## src/rtl/twin_pwm_pkg.sv

```systemverilog
package twin_pwm_pkg;

    localparam int DIV_W = 17;

    typedef enum logic [1:0] {
        CH_OFF   = 2'd0,
        CH_RUN   = 2'd1,
        CH_STALL = 2'd2
    } ch_state_t;

    // Field group of one channel, LSB first: code[3:0], en, pol, gate, mode, pulse, bypass
    typedef struct packed {
        logic       bypass;
        logic       pulse;
        logic       mode;
        logic       gate;
        logic       pol;
        logic       en;
        logic [3:0] code;
    } ch_cfg_t;

    // Divide ratio per prescaler code; zero marks a reserved code
    function automatic logic [DIV_W-1:0] div_ratio(input logic [3:0] code);
        logic [DIV_W-1:0] r;
        case (code)
            4'd0:    r = 17'd120;
            4'd1:    r = 17'd180;
            4'd2:    r = 17'd240;
            4'd3:    r = 17'd360;
            4'd4:    r = 17'd480;
            4'd8:    r = 17'd12000;
            4'd9:    r = 17'd24000;
            4'd10:   r = 17'd36000;
            4'd11:   r = 17'd48000;
            4'd12:   r = 17'd72000;
            4'd15:   r = 17'd1;
            default: r = '0;
        endcase
        return r;
    endfunction

endpackage

```

## src/rtl/twin_pwm_presc.sv

```systemverilog
module twin_pwm_presc
    import twin_pwm_pkg::*;
(
    input  logic       clk,
    input  logic       rst_n,
    input  logic       run,
    input  logic       bypass,
    input  logic [3:0] code,
    output logic       tick
);

    logic [DIV_W-1:0] ratio;
    logic [DIV_W-1:0] pcnt_q;

    assign ratio = bypass ? DIV_W'(1) : div_ratio(code);
    // >= keeps the divider from running away when the code shrinks mid-count
    assign tick  = run && (ratio != '0) && (pcnt_q >= ratio - DIV_W'(1));

    always_ff @(posedge clk or negedge rst_n) begin
        if (!rst_n)
            pcnt_q <= '0;
        else if (!run || tick)
            pcnt_q <= '0;
        else
            pcnt_q <= pcnt_q + DIV_W'(1);
    end

endmodule

```

## src/rtl/twin_pwm_chan.sv

```systemverilog
module twin_pwm_chan
    import twin_pwm_pkg::*;
#(
    parameter int CNT_W = 16
) (
    input  logic               clk,
    input  logic               rst_n,
    input  logic               en,
    input  logic               gate,
    input  logic               pol,
    input  logic               bypass,
    input  logic [3:0]         code,
    input  logic               prd_we,
    input  logic [2*CNT_W-1:0] prd_wdata,
    output logic [2*CNT_W-1:0] prd_rdata,
    output logic               busy,
    output logic               pwm
);

    ch_state_t        state_q, state_d;
    logic             tick, boundary, run_req, code_ok, lvl;
    logic [CNT_W-1:0] cnt_q;
    logic [CNT_W-1:0] act_p1_q, act_dty_q, sh_p1_q, sh_dty_q;
    logic             busy_q;

    assign run_req  = en && gate;
    assign code_ok  = bypass || (div_ratio(code) != '0);
    assign boundary = tick && (cnt_q == act_p1_q);

    twin_pwm_presc u_presc (
        .clk    (clk),
        .rst_n  (rst_n),
        .run    (state_q == CH_RUN),
        .bypass (bypass),
        .code   (code),
        .tick   (tick)
    );

    // Next-state decision: stop, stall, start/resume
    always_comb begin
        state_d = state_q;
        unique case (state_q)
            CH_OFF, CH_RUN, CH_STALL: begin
                if (!run_req)      state_d = CH_OFF;
                else if (!code_ok) state_d = CH_STALL;
                else               state_d = CH_RUN;
            end
            default: state_d = CH_OFF;
        endcase
    end

    // State register
    always_ff @(posedge clk or negedge rst_n) begin
        if (!rst_n) state_q <= CH_OFF;
        else        state_q <= state_d;
    end

    // Period counter
    always_ff @(posedge clk or negedge rst_n) begin
        if (!rst_n)                cnt_q <= '0;
        else if (state_q == CH_OFF) cnt_q <= '0;
        else if (tick)             cnt_q <= boundary ? '0 : cnt_q + CNT_W'(1);
    end

    // Shadow timing word and busy flag
    always_ff @(posedge clk or negedge rst_n) begin
        if (!rst_n) begin
            sh_p1_q   <= '0;
            sh_dty_q  <= '0;
            act_p1_q  <= '0;
            act_dty_q <= '0;
            busy_q    <= 1'b0;
        end else if (prd_we && !busy_q) begin
            sh_p1_q  <= prd_wdata[2*CNT_W-1:CNT_W];
            sh_dty_q <= prd_wdata[CNT_W-1:0];
            busy_q   <= 1'b1;
        end else if (busy_q && (boundary || state_q == CH_OFF)) begin
            act_p1_q  <= sh_p1_q;
            act_dty_q <= sh_dty_q;
            busy_q    <= 1'b0;
        end
    end

    // Output process
    always_comb begin
        lvl = (state_q == CH_RUN) && (cnt_q < act_dty_q);
        pwm = pol ? lvl : !lvl;
    end

    assign busy      = busy_q;
    assign prd_rdata = {sh_p1_q, sh_dty_q};

    assert_cnt_in_range_R4: assert property (@(posedge clk) disable iff (!rst_n)
        cnt_q <= act_p1_q);

    assert_stall_holds_R7: assert property (@(posedge clk) disable iff (!rst_n)
        (state_q == CH_STALL) |=> (state_q != CH_STALL) || $stable(cnt_q));

    assert_busy_release_R8: assert property (@(posedge clk) disable iff (!rst_n)
        $fell(busy_q) |-> $past(boundary || state_q == CH_OFF));

    assert_busy_discard_R9: assert property (@(posedge clk) disable iff (!rst_n)
        (busy_q && prd_we && !boundary && state_q != CH_OFF) |=> $stable(sh_p1_q) && $stable(sh_dty_q));

endmodule

```

## src/rtl/twin_pwm.sv

```systemverilog
module twin_pwm
    import twin_pwm_pkg::*;
#(
    parameter int CNT_W = 16
) (
    input  logic               clk,
    input  logic               rst_n,
    input  logic               reg_wr,
    input  logic [1:0]         reg_sel,
    input  logic [2*CNT_W-1:0] reg_wdata,
    output logic [2*CNT_W-1:0] reg_rdata,
    output logic [1:0]         pwm_out
);

    localparam int NUM_CH   = 2;
    localparam int REG_W    = 2 * CNT_W;
    localparam int STRIDE   = 15;
    localparam int FIELD_W  = $bits(ch_cfg_t);
    localparam int BUSY_LSB = 28;

    ch_cfg_t            cfg_q   [NUM_CH];
    logic [REG_W-1:0]   sh_word [NUM_CH];
    logic [NUM_CH-1:0]  busy;
    logic [NUM_CH-1:0]  prd_we;

    always_ff @(posedge clk or negedge rst_n) begin
        if (!rst_n) begin
            for (int i = 0; i < NUM_CH; i++) cfg_q[i] <= '0;
        end else if (reg_wr && reg_sel == 2'd0) begin
            for (int i = 0; i < NUM_CH; i++)
                cfg_q[i] <= ch_cfg_t'(reg_wdata[i*STRIDE +: FIELD_W]);
        end
    end

    always_comb begin
        reg_rdata = '0;
        if (reg_sel == 2'd0) begin
            for (int i = 0; i < NUM_CH; i++) begin
                reg_rdata[i*STRIDE +: FIELD_W] = cfg_q[i];
                reg_rdata[BUSY_LSB + i]        = busy[i];
            end
        end else begin
            for (int i = 0; i < NUM_CH; i++)
                if (int'(reg_sel) == i + 1) reg_rdata = sh_word[i];
        end
    end

    for (genvar g = 0; g < NUM_CH; g++) begin : g_ch
        assign prd_we[g] = reg_wr && (int'(reg_sel) == g + 1);

        twin_pwm_chan #(.CNT_W(CNT_W)) u_chan (
            .clk       (clk),
            .rst_n     (rst_n),
            .en        (cfg_q[g].en),
            .gate      (cfg_q[g].gate),
            .pol       (cfg_q[g].pol),
            .bypass    (cfg_q[g].bypass),
            .code      (cfg_q[g].code),
            .prd_we    (prd_we[g]),
            .prd_wdata (reg_wdata),
            .prd_rdata (sh_word[g]),
            .busy      (busy[g]),
            .pwm       (pwm_out[g])
        );

        assert_idle_level_R6: assert property (@(posedge clk) disable iff (!rst_n)
            (!(cfg_q[g].en && cfg_q[g].gate) && $past(!(cfg_q[g].en && cfg_q[g].gate)))
            |-> (pwm_out[g] == !cfg_q[g].pol));

        assert_status_ro_R10: assert property (@(posedge clk) disable iff (!rst_n)
            (reg_wr && reg_sel == 2'd0 && !busy[g]) |=> !busy[g]);
    end

endmodule

```

## config.mk

```make
export PLATFORM = sky130hd
export DESIGN_NAME = twin_pwm
export DESIGN_NICKNAME = d
export VERILOG_FILES = /design/src/rtl/twin_pwm_pkg.sv /design/src/rtl/twin_pwm_presc.sv /design/src/rtl/twin_pwm_chan.sv /design/src/rtl/twin_pwm.sv
export SDC_FILE = /design/constraint.sdc
export NUM_CORES = 1
export LEC_CHECK = 0
export BUFFER_PORTS_ARGS = -buffer_cell sky130_fd_sc_hd__buf_2
export CAP_MARGIN = 20
export CELL_PAD_IN_SITES_DETAIL_PLACEMENT = 0
export CELL_PAD_IN_SITES_GLOBAL_PLACEMENT = 2
export CORE_MARGIN = 3
export CORE_UTILIZATION = 44
export CTS_CLUSTER_DIAMETER = 120
export DETAILED_ROUTE_END_ITERATION = 7
export GPL_TIMING_DRIVEN = 0
export PLACE_DENSITY_LB_ADDON = 0.1
export SYNTH_ARGS = -nofsm -noshare
export SYNTH_HDL_FRONTEND = slang
export SYNTH_SLANG_ARGS = --single-unit
export TNS_END_PERCENT = 5
```

## constraint.sdc

```tcl
create_clock -name clk -period 8.95 [get_ports clk]
set_clock_uncertainty 0.15 [all_clocks]
set_input_delay 0.895 -clock clk [delete_from_list [all_inputs] [get_ports clk]]
set_output_delay 0.895 -clock clk [all_outputs]
set_load 0.02 [all_outputs]
```

**After elaboration in Yosys (flattened, before gate mapping)**

Memory sizes are Yosys's and may differ from the RTL's.
Index checks and enable logic that the tools add are counted.
W data, S select, Z words.

- Word-level logic and storage cells: 128
- Bits in read-only memories: 1024
- Bits in registers: 220
- Bits in writable memories: 0
- Input port bits: 37
- Latch bits: 0
- Memories kept: 4
- Output and inout bits: 34

- Bitwise logic cells: 2
- $lt $le $gt $ge: 4
- Reductions and logical operators: 44
- Div/mod/pow operators: 0
- Add/sub/neg operators: 6
- Shift-type cells: 0
- Multipliers: 0
- Muxes and demuxes: 30
- Equal/unequal tests: 8

Memory list:

| memory | words | width | rd ports | clocked after Yosys merged registers in | write ports | line | source |
|---|---|---|---|---|---|---|---|
| (no name shown) | 16 | 16 | 1 | 0 | 0 | twin_pwm_pkg.sv:25 | `case (code)` |
| (no name shown) | 16 | 16 | 1 | 0 | 0 | twin_pwm_pkg.sv:25 |  |
| (no name shown) | 16 | 16 | 1 | 0 | 0 | twin_pwm_pkg.sv:25 |  |
| (no name shown) | 16 | 16 | 1 | 0 | 0 | twin_pwm_pkg.sv:25 |  |

Operators with widths:

| cell | count |
|---|---|
| $mux W16 | 6 |
| $mux W17 | 4 |
| $reduce_bool A17 Y1 | 4 |
| $mux W32 | 2 |
| $add A17 B1 Y17 const B | 2 |
| $ge A17 B17 Y1 | 2 |
| $sub A17 B1 Y17 const B | 2 |
| $add A16 B1 Y16 const B | 2 |
| $eq A16 B16 Y1 | 2 |
| $lt A16 B16 Y1 | 2 |
| $mux W10 | 2 |
| $logic_and A1 B1 Y1 | 17 |
| $mux W2 | 8 |
| $eq A2 B2 Y1 const B | 4 |
| $reduce_bool A2 Y1 | 4 |
| $logic_not A1 Y1 | 6 |
| $logic_not A2 Y1 | 3 |
| $logic_or A1 B1 Y1 | 6 |
| $mux W1 | 6 |
| $reduce_or A3 Y1 | 2 |
| $mux W5 | 1 |
| $eq A2 B1 Y1 const B | 2 |
| $reduce_and A2 Y1 | 2 |
| $mux W3 | 1 |
| $not A1 Y1 | 2 |

**Logic depth before layout (Yosys ltp)**

Gate-level depths: netlist of the first run.
An unclocked memory read counts as a cell.

- Depth in word-level cells: 10
- Depth in mapped cells: 20
- Depth with buffers taken out: 17

**Cells and area by module**

A second synthesis of the first run with hierarchy kept.

- Cells, all modules: 1600
- Area total of the unflattened synthesis: 14791.7 µm²

Modules (own cells, without submodules):

| module | cells each | instances | area each (µm²) | seq. area each (µm²) |
|---|---|---|---|---|
| twin_pwm_chan at g_ch[1].u_chan | 528 | 1 | 4933.5 | 2077.0 |
| twin_pwm_chan at g_ch[0].u_chan | 532 | 1 | 4901.0 | 2077.0 |
| twin_pwm_presc | 214 | 2 | 1752.9 | 425.4 |
| twin_pwm | 112 | 1 | 1451.4 | 500.5 |

**Worst setup path after synthesis of the first run**

OpenSTA, ideal clock, no wires.

- Kind: register to register
- Start point: reg cfg_q[10] (netlist bit)
- End point: reg g_ch[0].u_chan.act_dty_q[0]
- Data required time: 8.673 ns
- Slack: 4.577 ns
- Data arrival time: 4.095 ns
- Stages on the path, launching flop included: 18
- Library setup time: 0.127 ns
- Cell sequence: dfrtp_1 inv_1 ha_1 or2_2 a22o_1 nor3_4 and3_1 nor2b_1 a31oi_1 ha_1 a21oi_1 o21ai_0 or2_2 o2111a_1 and2_1 buf_2 buf_6 mux2_1

- Cells in the longest elaborated chain, start to end: 9

RTL lines:

| what | line | source |
|---|---|---|
| start, declared | twin_pwm.sv:21 | `ch_cfg_t cfg_q [NUM_CH];` |
| start signal, assigned by index | twin_pwm.sv:31 | `cfg_q[i] <= ch_cfg_t'(reg_wdata[i*STRIDE +: FIELD_W]);` |
| $mem_v2 Z16 W16 * | n/a |  |
| $mux W17 * | twin_pwm_presc.sv:15 | `assign ratio = bypass ? DIV_W'(1) : div_ratio(code);` |
| $sub A17 B1 Y17 / $reduce_bool A17 Y1 (equally long branches) | twin_pwm_presc.sv:17 | `assign tick = run && (ratio != '0) && (pcnt_q >= ratio - DIV_W'(1));` |
| $ge A17 B17 Y1 / $logic_and A1 B1 Y1 (equally long branches) | twin_pwm_presc.sv:17 |  |
| $logic_and A1 B1 Y1 * | twin_pwm_presc.sv:17 |  |
| $logic_and A1 B1 Y1 * | twin_pwm_chan.sv:28 | `assign boundary = tick && (cnt_q == act_p1_q);` |
| $logic_or A1 B1 Y1 * | twin_pwm_chan.sv:77 | `end else if (busy_q && (boundary \|\| state_q == CH_OFF)) begin` |
| $logic_and A1 B1 Y1 * | twin_pwm_chan.sv:77 |  |
| $reduce_and A2 Y1 (no source line) * | n/a |  |
| end signal, assigned | twin_pwm_chan.sv:79 | `act_dty_q <= sh_dty_q;` |
| end, declared | twin_pwm_chan.sv:23 | `logic [CNT_W-1:0] act_p1_q, act_dty_q, sh_p1_q, sh_dty_q;` |

Every way passes the cells marked *; elsewhere a longest branch is shown, timed or not.
A chain may end at the register's enable or synchronous reset.

**Final worst setup path of the first run**

- Start point: reg cfg_q[2] (netlist bit)
- End point: reg g_ch[1].u_chan.u_presc.pcnt_q[13]

- Cells in the longest elaborated chain, start to end: 7

RTL lines:

| what | line | source |
|---|---|---|
| $mem_v2 Z16 W16 * | n/a |  |
| $mux W17 * | twin_pwm_presc.sv:15 |  |
| $sub A17 B1 Y17 / $reduce_bool A17 Y1 (equally long branches) | twin_pwm_presc.sv:17 |  |
| $ge A17 B17 Y1 / $logic_and A1 B1 Y1 (equally long branches) | twin_pwm_presc.sv:17 |  |
| $logic_and A1 B1 Y1 * | twin_pwm_presc.sv:17 |  |
| $logic_or A1 B1 Y1 * | twin_pwm_presc.sv:22 | `else if (!run \|\| tick)` |
| $mux W17 * | twin_pwm_presc.sv:22 |  |
| end signal, assigned | twin_pwm_presc.sv:25 | `pcnt_q <= pcnt_q + DIV_W'(1);` |
| end, declared | twin_pwm_presc.sv:13 | `logic [DIV_W-1:0] pcnt_q;` |

Marks and branches as above.

==> results of run 1 <==
-- state kept, by name, indices dropped and copies added (netlist names) --
signal and flops:
g_ch.u_chan.cnt_q 32, g_ch.u_chan.busy 2, g_ch.u_chan.u_presc.pcnt_q 34, g_ch.u_chan.act_p1_q 32, g_ch.u_chan.state_q 4, cfg_q 20, g_ch.u_chan.sh_dty_q 32, g_ch.u_chan.sh_p1_q 32
g_ch.u_chan.act_dty_q 32
-- cells in the mapped netlist (3+ instances only) --
| cell type | instances |
|---|---|
| and4_1 | 4 |
| clkbuf_1 | 32 |
| o211ai_1 | 6 |
| a21oi_1 | 34 |
| mux2_1 | 34 |
| mux2_2 | 78 |
| a211oi_1 | 9 |
| o21ai_0 | 66 |
| mux2i_1 | 24 |
| nor3b_1 | 3 |
| a22o_1 | 12 |
| nand4_1 | 26 |
| dfrtp_1 | 220 |
| or3_1 | 6 |
| or4_1 | 6 |
| a21oi_2 | 3 |
| nand3_1 | 38 |
| and3_1 | 18 |
| o31ai_1 | 13 |
| inv_1 | 54 |
| nor2b_1 | 9 |
| nor4_1 | 5 |
| mux2_4 | 30 |
| xnor2_1 | 36 |
| nor3_1 | 12 |
| nor2_1 | 88 |
| buf_6 | 8 |
| or2_2 | 4 |
| a211o_1 | 5 |
| a21o_1 | 11 |
| buf_2 | 6 |
| ha_1 | 82 |
| xor2_1 | 37 |
| nand2_1 | 72 |
| o21ai_1 | 11 |
| a31oi_1 | 9 |
| nand2b_1 | 14 |
| and2_1 | 10 |
-- final timing paths --
path / from / end
worst max-delay path: cfg_q[2]$_DFFE_PN0P_ / g_ch[1].u_chan.u_presc.pcnt_q[13]$_DFF_PN0_
worst min-delay path: rst_n / g_ch[1].u_chan.u_presc.pcnt_q[8]$_DFF_PN0_
worst max register to register: cfg_q[2]$_DFFE_PN0P_ / g_ch[1].u_chan.u_presc.pcnt_q[13]$_DFF_PN0_
worst min register to register: g_ch[0].u_chan.act_dty_q[7]$_DFFE_PN0P_ / g_ch[0].u_chan.act_dty_q[7]$_DFFE_PN0P_
max in group asynchronous: rst_n / g_ch[0].u_chan.act_p1_q[2]$_DFFE_PN0P_
min in group clk: g_ch[0].u_chan.act_dty_q[7]$_DFFE_PN0P_ / g_ch[0].u_chan.act_dty_q[7]$_DFFE_PN0P_
-- routing by layer --
layer / share of wire, % / wire length [microns] / vias to the layer above / global-route usage (%)
met4: 1.6 / 510 / 0 / 4.02
met1: 50 / 16200 / 4429 / 31.2
li1: - / - / 4400 / -
met5: 0 / 0 / - / 0
met3: 2.4 / 802 / 36 / 2.52
met2: 46 / 15200 / 93 / 35.6
-- stage by stage --
stage / std cells / power [W]
after floorplan: 1173 / 0.00225
after global placement: 1620 / 0.00259
after detailed placement: 1621 / 0.00262
after CTS: 1668 / 0.00370
after global routing: 1668 / 0.00389
final: 1668 / 0.00366
-- cells by family (layout without fill, tap and decap cells) --
| group | Yosys count | count (layout) | synth area share (%) |
|---|---|---|---|
| compound gates | 199 | 199 | 10.2 |
| xor+xnor | 73 | 73 | 5.10 |
| fa+ha+maj | 82 | 82 | 8.18 |
| buf+inv | 104 | 221 | 3.71 |
| flops | 220 | 220 | 43.9 |
| mux | 166 | 166 | 15.6 |
| simple gates | 329 | 329 | 13.3 |
-- critical path: stages (launching register included) --
cell and delay [ns]:
dfrtp_1 0.37, buf_6 0.14, clkbuf_1 0.23, a31oi_1 0.60, o211ai_1 0.27, nor3_1 0.36
and2_0 0.18, clkbuf_1 0.24, a31oi_1 0.08, ha_1 0.34, a21oi_1 0.16, o21ai_1 0.12
a2111oi_0 0.75, o21ai_1 0.54, a21o_1 0.28, clkbuf_1 0.22, clkbuf_1 0.28, nor2_1 0.18
-- power by group through the flow --
stage | Sequential [W] | Clock, W | Combinational, W
2_1_floorplan | 0.00140 | 0 | 0.000854
3_3_place_gp | 0.00149 | 0 | 0.00110
3_5_place_dp | 0.00149 | 0 | 0.00112
4_1_cts | 0.00148 | 0.00110 | 0.00113
5_1_grt | 0.00152 | 0.00113 | 0.00125
6_report | 0.00148 | 0.00107 | 0.00111
-- cell type report --
cell class                 instances  area, sq um  share of cell area [%]
clock buffer                      36          749                    5.25
clock inverter                    11          114                   0.798
timing repair buffer              70          383                    2.68
multi-input combinational        849         6580                    46.1
sequential                       220         5510                    38.6
tap                              378          473                    3.32
buffer                            50          263                    1.84
inverter                          54          203                    1.42
==> impl_metrics.ini, run 1 <==
[route]
vias = 8958
ant_nets = 0
wl_mm = 32.7
drc = 0
wire_per_inst_microns = 19.6
routed_via_density = 5.37
drt_iter0_drc = 522
dr.pass1.iters = 4

[final_layout]
drive_above_1_share_pct = 19.7
fillers = 2625
mostFrequentLayoutCell = dfrtp_1
final_cell_mix = 220 x dfrtp_1, 88 x nor2_1, 82 x ha_1
post-route-util_pct = 51.1
antenna_cells = 0
area_growth_syn_to_layout_pct = 13.7
fin_area_sq_um = 14300
finalNetCount = 1391

[timing]
grt_setup_unrepaired = no
relSlewSlack_pct = 40.6
finalCriticalPeriod_ns = 5.57
fin_ws_ns = 3.38
setup_violations = 0
fin_tns_setup_ns = 0
worstMarginPinSlew_ns = 0.891
worst_hold_slack_ns = 0.262
hold_viol = 0
drv_slew = 0
period_share_pct = 62.2
max_clock_freq_mhz = 180

[floorplanning]
io_pins = 71
start_util_pct = 44.9
fp.dieH_microns = 175
die_w_microns = 175
core_area_sq_um = 27900
rows = 61
design.die.area_sq_um = 30600

[clock_tree]
cts_setup_buffers = 0
clk_pin_slew_ns = 0.06
cts_tree = built
htree_levels = 1
clkSinkCount = 220
cts_buffers = 27
holdBufCountCts = 0
clkLatencyLatePin_ns = 0.52
cts_resized = 0
cts-root-buf = clkbuf_16
clock_tree.buffer_depth = 3

[yosys]
synth_top_area_cell = dfrtp_1
synthesis.area_sq_um = 12500
yosysTopAreaCellShare_pct = 43.9
synth_ff_type = dfrtp_1
synthesis.nets = 1292
yosys.cell_types.count = 68
postSynthAreaPerCell_sq_um = 10.7
yosys-top-cells-area = dfrtp_1 44%, ha_1 8.2%, mux2_2 7.0%
async_reset_ff_share_pct = 100
synthCells = 1173
ys_warn_count = 0
synth_seq_cells = 220
synth_edf_count = 0
yosysSeqAreaShare_pct = 43.9

[grt]
grt_pass1_wl_mm = 52.9
grt.total_usage_pct = 21.6
grt_pass1_vias = 9115
grt.overflow.total = 0
grt_start_max_net_pins = 113
antenna_found_initial = 0

[setup_path]
criticalPathCategory = reg -> reg
path_max_fanout = 10
r2r_cells = 17
crit_arrival_ns = 5.87
r2r_slack_ns = 3.38
cp-end-kind = register
required_ns = 9.25
worstSetupStartpointType = register

[pwr]
leakage_nw = 6.55
power_density_nw_per_um2 = 257
switchingPower_w = 0.00123
p_clk_share_pct = 29.2
internal_power_w = 0.00243
sw_frac_of_total_pct = 33.5
p_seq_share_pct = 40.4
ir_drop_v = 0.000149
comb_power_share_pct = 30.4

[placed_design]
place_ws_ns = 3.31
place_area_sq_um = 13400
gp_congestion = 0.797
place_hpwl_mm = 24.3
io_buffers = 69

[min_path]
hold_path_class = in -> async

[status]
status = complete, no violations

[job]
maxCapViolCount = 0
No activity file was read; power rests on OpenSTA's default activity.
==> run 2: changes to the inputs <==
- CORE_UTILIZATION: 44 -> 37
- clock period: 8.95 -> 5.1 ns (I/O delays scaled with it)
==> run 2 against run 1 <==
- sequential cell count did not move
- final cell count rose by 3.7%
- sequential share of layout area fell by 0.44 points
- combinational power rose by 80%
- register-to-register slack got worse by 3.1 ns
- sequential power rose by 76%
- setup slack got worse by 3.1 ns
- fmax rose by 16%
- routed wire length rose by 5.1%
- critical endpoint is now g_ch[0].u_chan.act_p1_q[12]$_DFFE_PN0P_
- highest routed layer unchanged
==> impl_metrics.ini, run 2 (synthesis results as in run 1) <==
[grt]
antenna_found_initial = 1
grt.total_usage_pct = 19.3
grt_pass1_vias = 9145
grt_pass1_wl_mm = 54.8
grt.overflow.total = 0
grt_start_max_net_pins = 113

[pwr]
ir_drop_v = 0.000259
internal_power_w = 0.00426
p_clk_share_pct = 28.4
p_seq_share_pct = 40.5
leakage_nw = 6.58
fin_total_pwr_w = 0.00643
sw_frac_of_total_pct = 33.8
switchingPower_w = 0.00217
power_density_nw_per_um2 = 445
comb_power_share_pct = 31.1

[setup_path]
r2r_cells = 17
cp-end-kind = register
r2r_slack_ns = 0.32
worstSetupStartpointType = register
worstReg2RegStart = cfg_q[10]$_DFFE_PN0P_
required_ns = 5.36
crit_arrival_ns = 5.04
reg2reg_to = g_ch[0].u_chan.act_p1_q[12]$_DFFE_PN0P_
criticalPathCategory = reg -> reg
path_max_fanout = 10

[timing]
grt_setup_unrepaired = no
worstMarginPinSlew_ns = 0.983
period_share_pct = 93.8
drv_slew = 0
setup_violations = 0
worst_hold_slack_ns = 0.0791
finalCriticalPeriod_ns = 4.78
max_clock_freq_mhz = 209
relSlewSlack_pct = 34.4
hold_viol = 0

[clock_tree]
clkLatencyLatePin_ns = 0.53
clk_pin_slew_ns = 0.06
htree_levels = 1
clkSinkCount = 220
cts_tree = built
cts-root-buf = clkbuf_16
clock_tree.buffer_depth = 3
cts_buffers = 27

[min_path]
hold_depth = 2
min_to = g_ch[1].u_chan.sh_p1_q[11]$_DFFE_PN0P_
min_from = reg_wdata[27]
hold_path_class = in -> reg

[route]
drt_iter0_drc = 324
drc = 0
wire_per_inst_microns = 19.9
dr.pass1.iters = 5
routed_via_density = 5.10
ant_nets = 0
vias = 8827
wl_mm = 34.4

[status]
status = complete, no violations

[floorplanning]
start_util_pct = 38.1
die_w_microns = 190
design.die.area_sq_um = 36100
rows = 66
core_area_sq_um = 32900
fp.dieH_microns = 190
io_pins = 71

[placed_design]
io_buffers = 69
place_area_sq_um = 13500
gp_congestion = 0.772
place_hpwl_mm = 25.6

[final_layout]
final_cell_mix = 216 x dfrtp_1, 88 x nor2_1, 81 x ha_1
antenna_cells = 0
largest_register = g_ch.u_chan.u_presc.pcnt_q
multi_input_area_sq_um = 6660
fillers = 3212
mostFrequentLayoutCell = dfrtp_1
area_growth_syn_to_layout_pct = 15.2
regArea_sq_um = 5510
drive_above_1_share_pct = 21.0
fin_area_sq_um = 14400
finalNetCount = 1394
post-route-util_pct = 43.8
largest_register_ffs = 34

[job]
maxCapViolCount = 0
[run 2: final cells by class]
cell class,count,area share [%]
timing repair buffer,73,2.96
inverter,54,1.40
sequential,220,38.1
tap,442,3.83
buffer,50,1.84
clock inverter,5,0.346
clock buffer,37,5.35
multi-input combinational,849,46.1
[run 2: power by group through the flow]
| stage | clock, W | sequential [W] | combinational (W) |
|---|---|---|---|
| 6_report | 0.00183 | 0.00260 | 0.00200 |
| 5_1_grt | 0.00197 | 0.00267 | 0.00225 |
| 4_1_cts | 0.00188 | 0.00260 | 0.00202 |
| 3_5_place_dp | 0 | 0.00263 | 0.00199 |
| 3_3_place_gp | 0 | 0.00263 | 0.00196 |
| 2_1_floorplan | 0 | 0.00245 | 0.00150 |
[run 2: critical path: stages (launching register included)]
cell	delay [ns]
dfrtp_2	0.46
inv_1	0.12
ha_1	0.39
or2_2	0.32
a22o_1	0.27
nor3_4	0.25
and3_4	0.28
nor2b_4	0.21
a31oi_1	0.06
ha_1	0.35
nand4_1	0.16
a21oi_2	0.20
a21boi_2	0.24
o2111a_2	0.32
and2_1	0.14
buf_2	0.21
buf_6	0.19
mux2_1	0.33
[run 2: metrics by stage]
step	cells	worst slack, ns	setup TNS, ns
2_1_floorplan	1173	0.727	0
3_3_place_gp	1684	-0.778	-209.97
3_5_place_dp	1686	-0.575	-41.70
4_1_cts	1729	0.0187	0
5_1_grt	1730	0.0412	0
6_report	1730	0.317	0
[run 2: routing by layer]
layer | track usage [%] | vias up | share of wire [%]
met3 | 2.32 | 32 | 2.5
met2 | 31.9 | 104 | 47
met1 | 27.7 | 4311 | 49
met5 | 0 | - | 0
li1 | - | 4380 | -
met4 | 3.16 | 0 | 1.4
[run 2: repair_timing]
item | CTS | global route
hold buffers | 1 | 0
pin swaps | 0 | 4
buffers inserted | 0 | 1
setup endpoints to repair | 120 | 97
resized for setup | 13 | 13
endpoints found under the hold margin | 220 | 0
[run 2: how the worst max path moves through the flow]
stage	to	startpoint	slack, ns	depth (start not counted)
after floorplan	g_ch[0].u_chan.act_dty_q[0]$_DFFE_PN0P_	cfg_q[10]$_DFFE_PN0P_	0.73	17
after global placement	g_ch[0].u_chan.act_dty_q[13]$_DFFE_PN0P_	rst_n	-0.78	1
after detailed placement	g_ch[1].u_chan.u_presc.pcnt_q[10]$_DFF_PN0_	cfg_q[2]$_DFFE_PN0P_	-0.57	17
after CTS	g_ch[0].u_chan.act_dty_q[12]$_DFFE_PN0P_	cfg_q[11]$_DFFE_PN0P_	0.02	17
after global routing	g_ch[0].u_chan.act_dty_q[6]$_DFFE_PN0P_	cfg_q[10]$_DFFE_PN0P_	0.04	17
final	g_ch[0].u_chan.act_p1_q[12]$_DFFE_PN0P_	cfg_q[10]$_DFFE_PN0P_	0.32	17
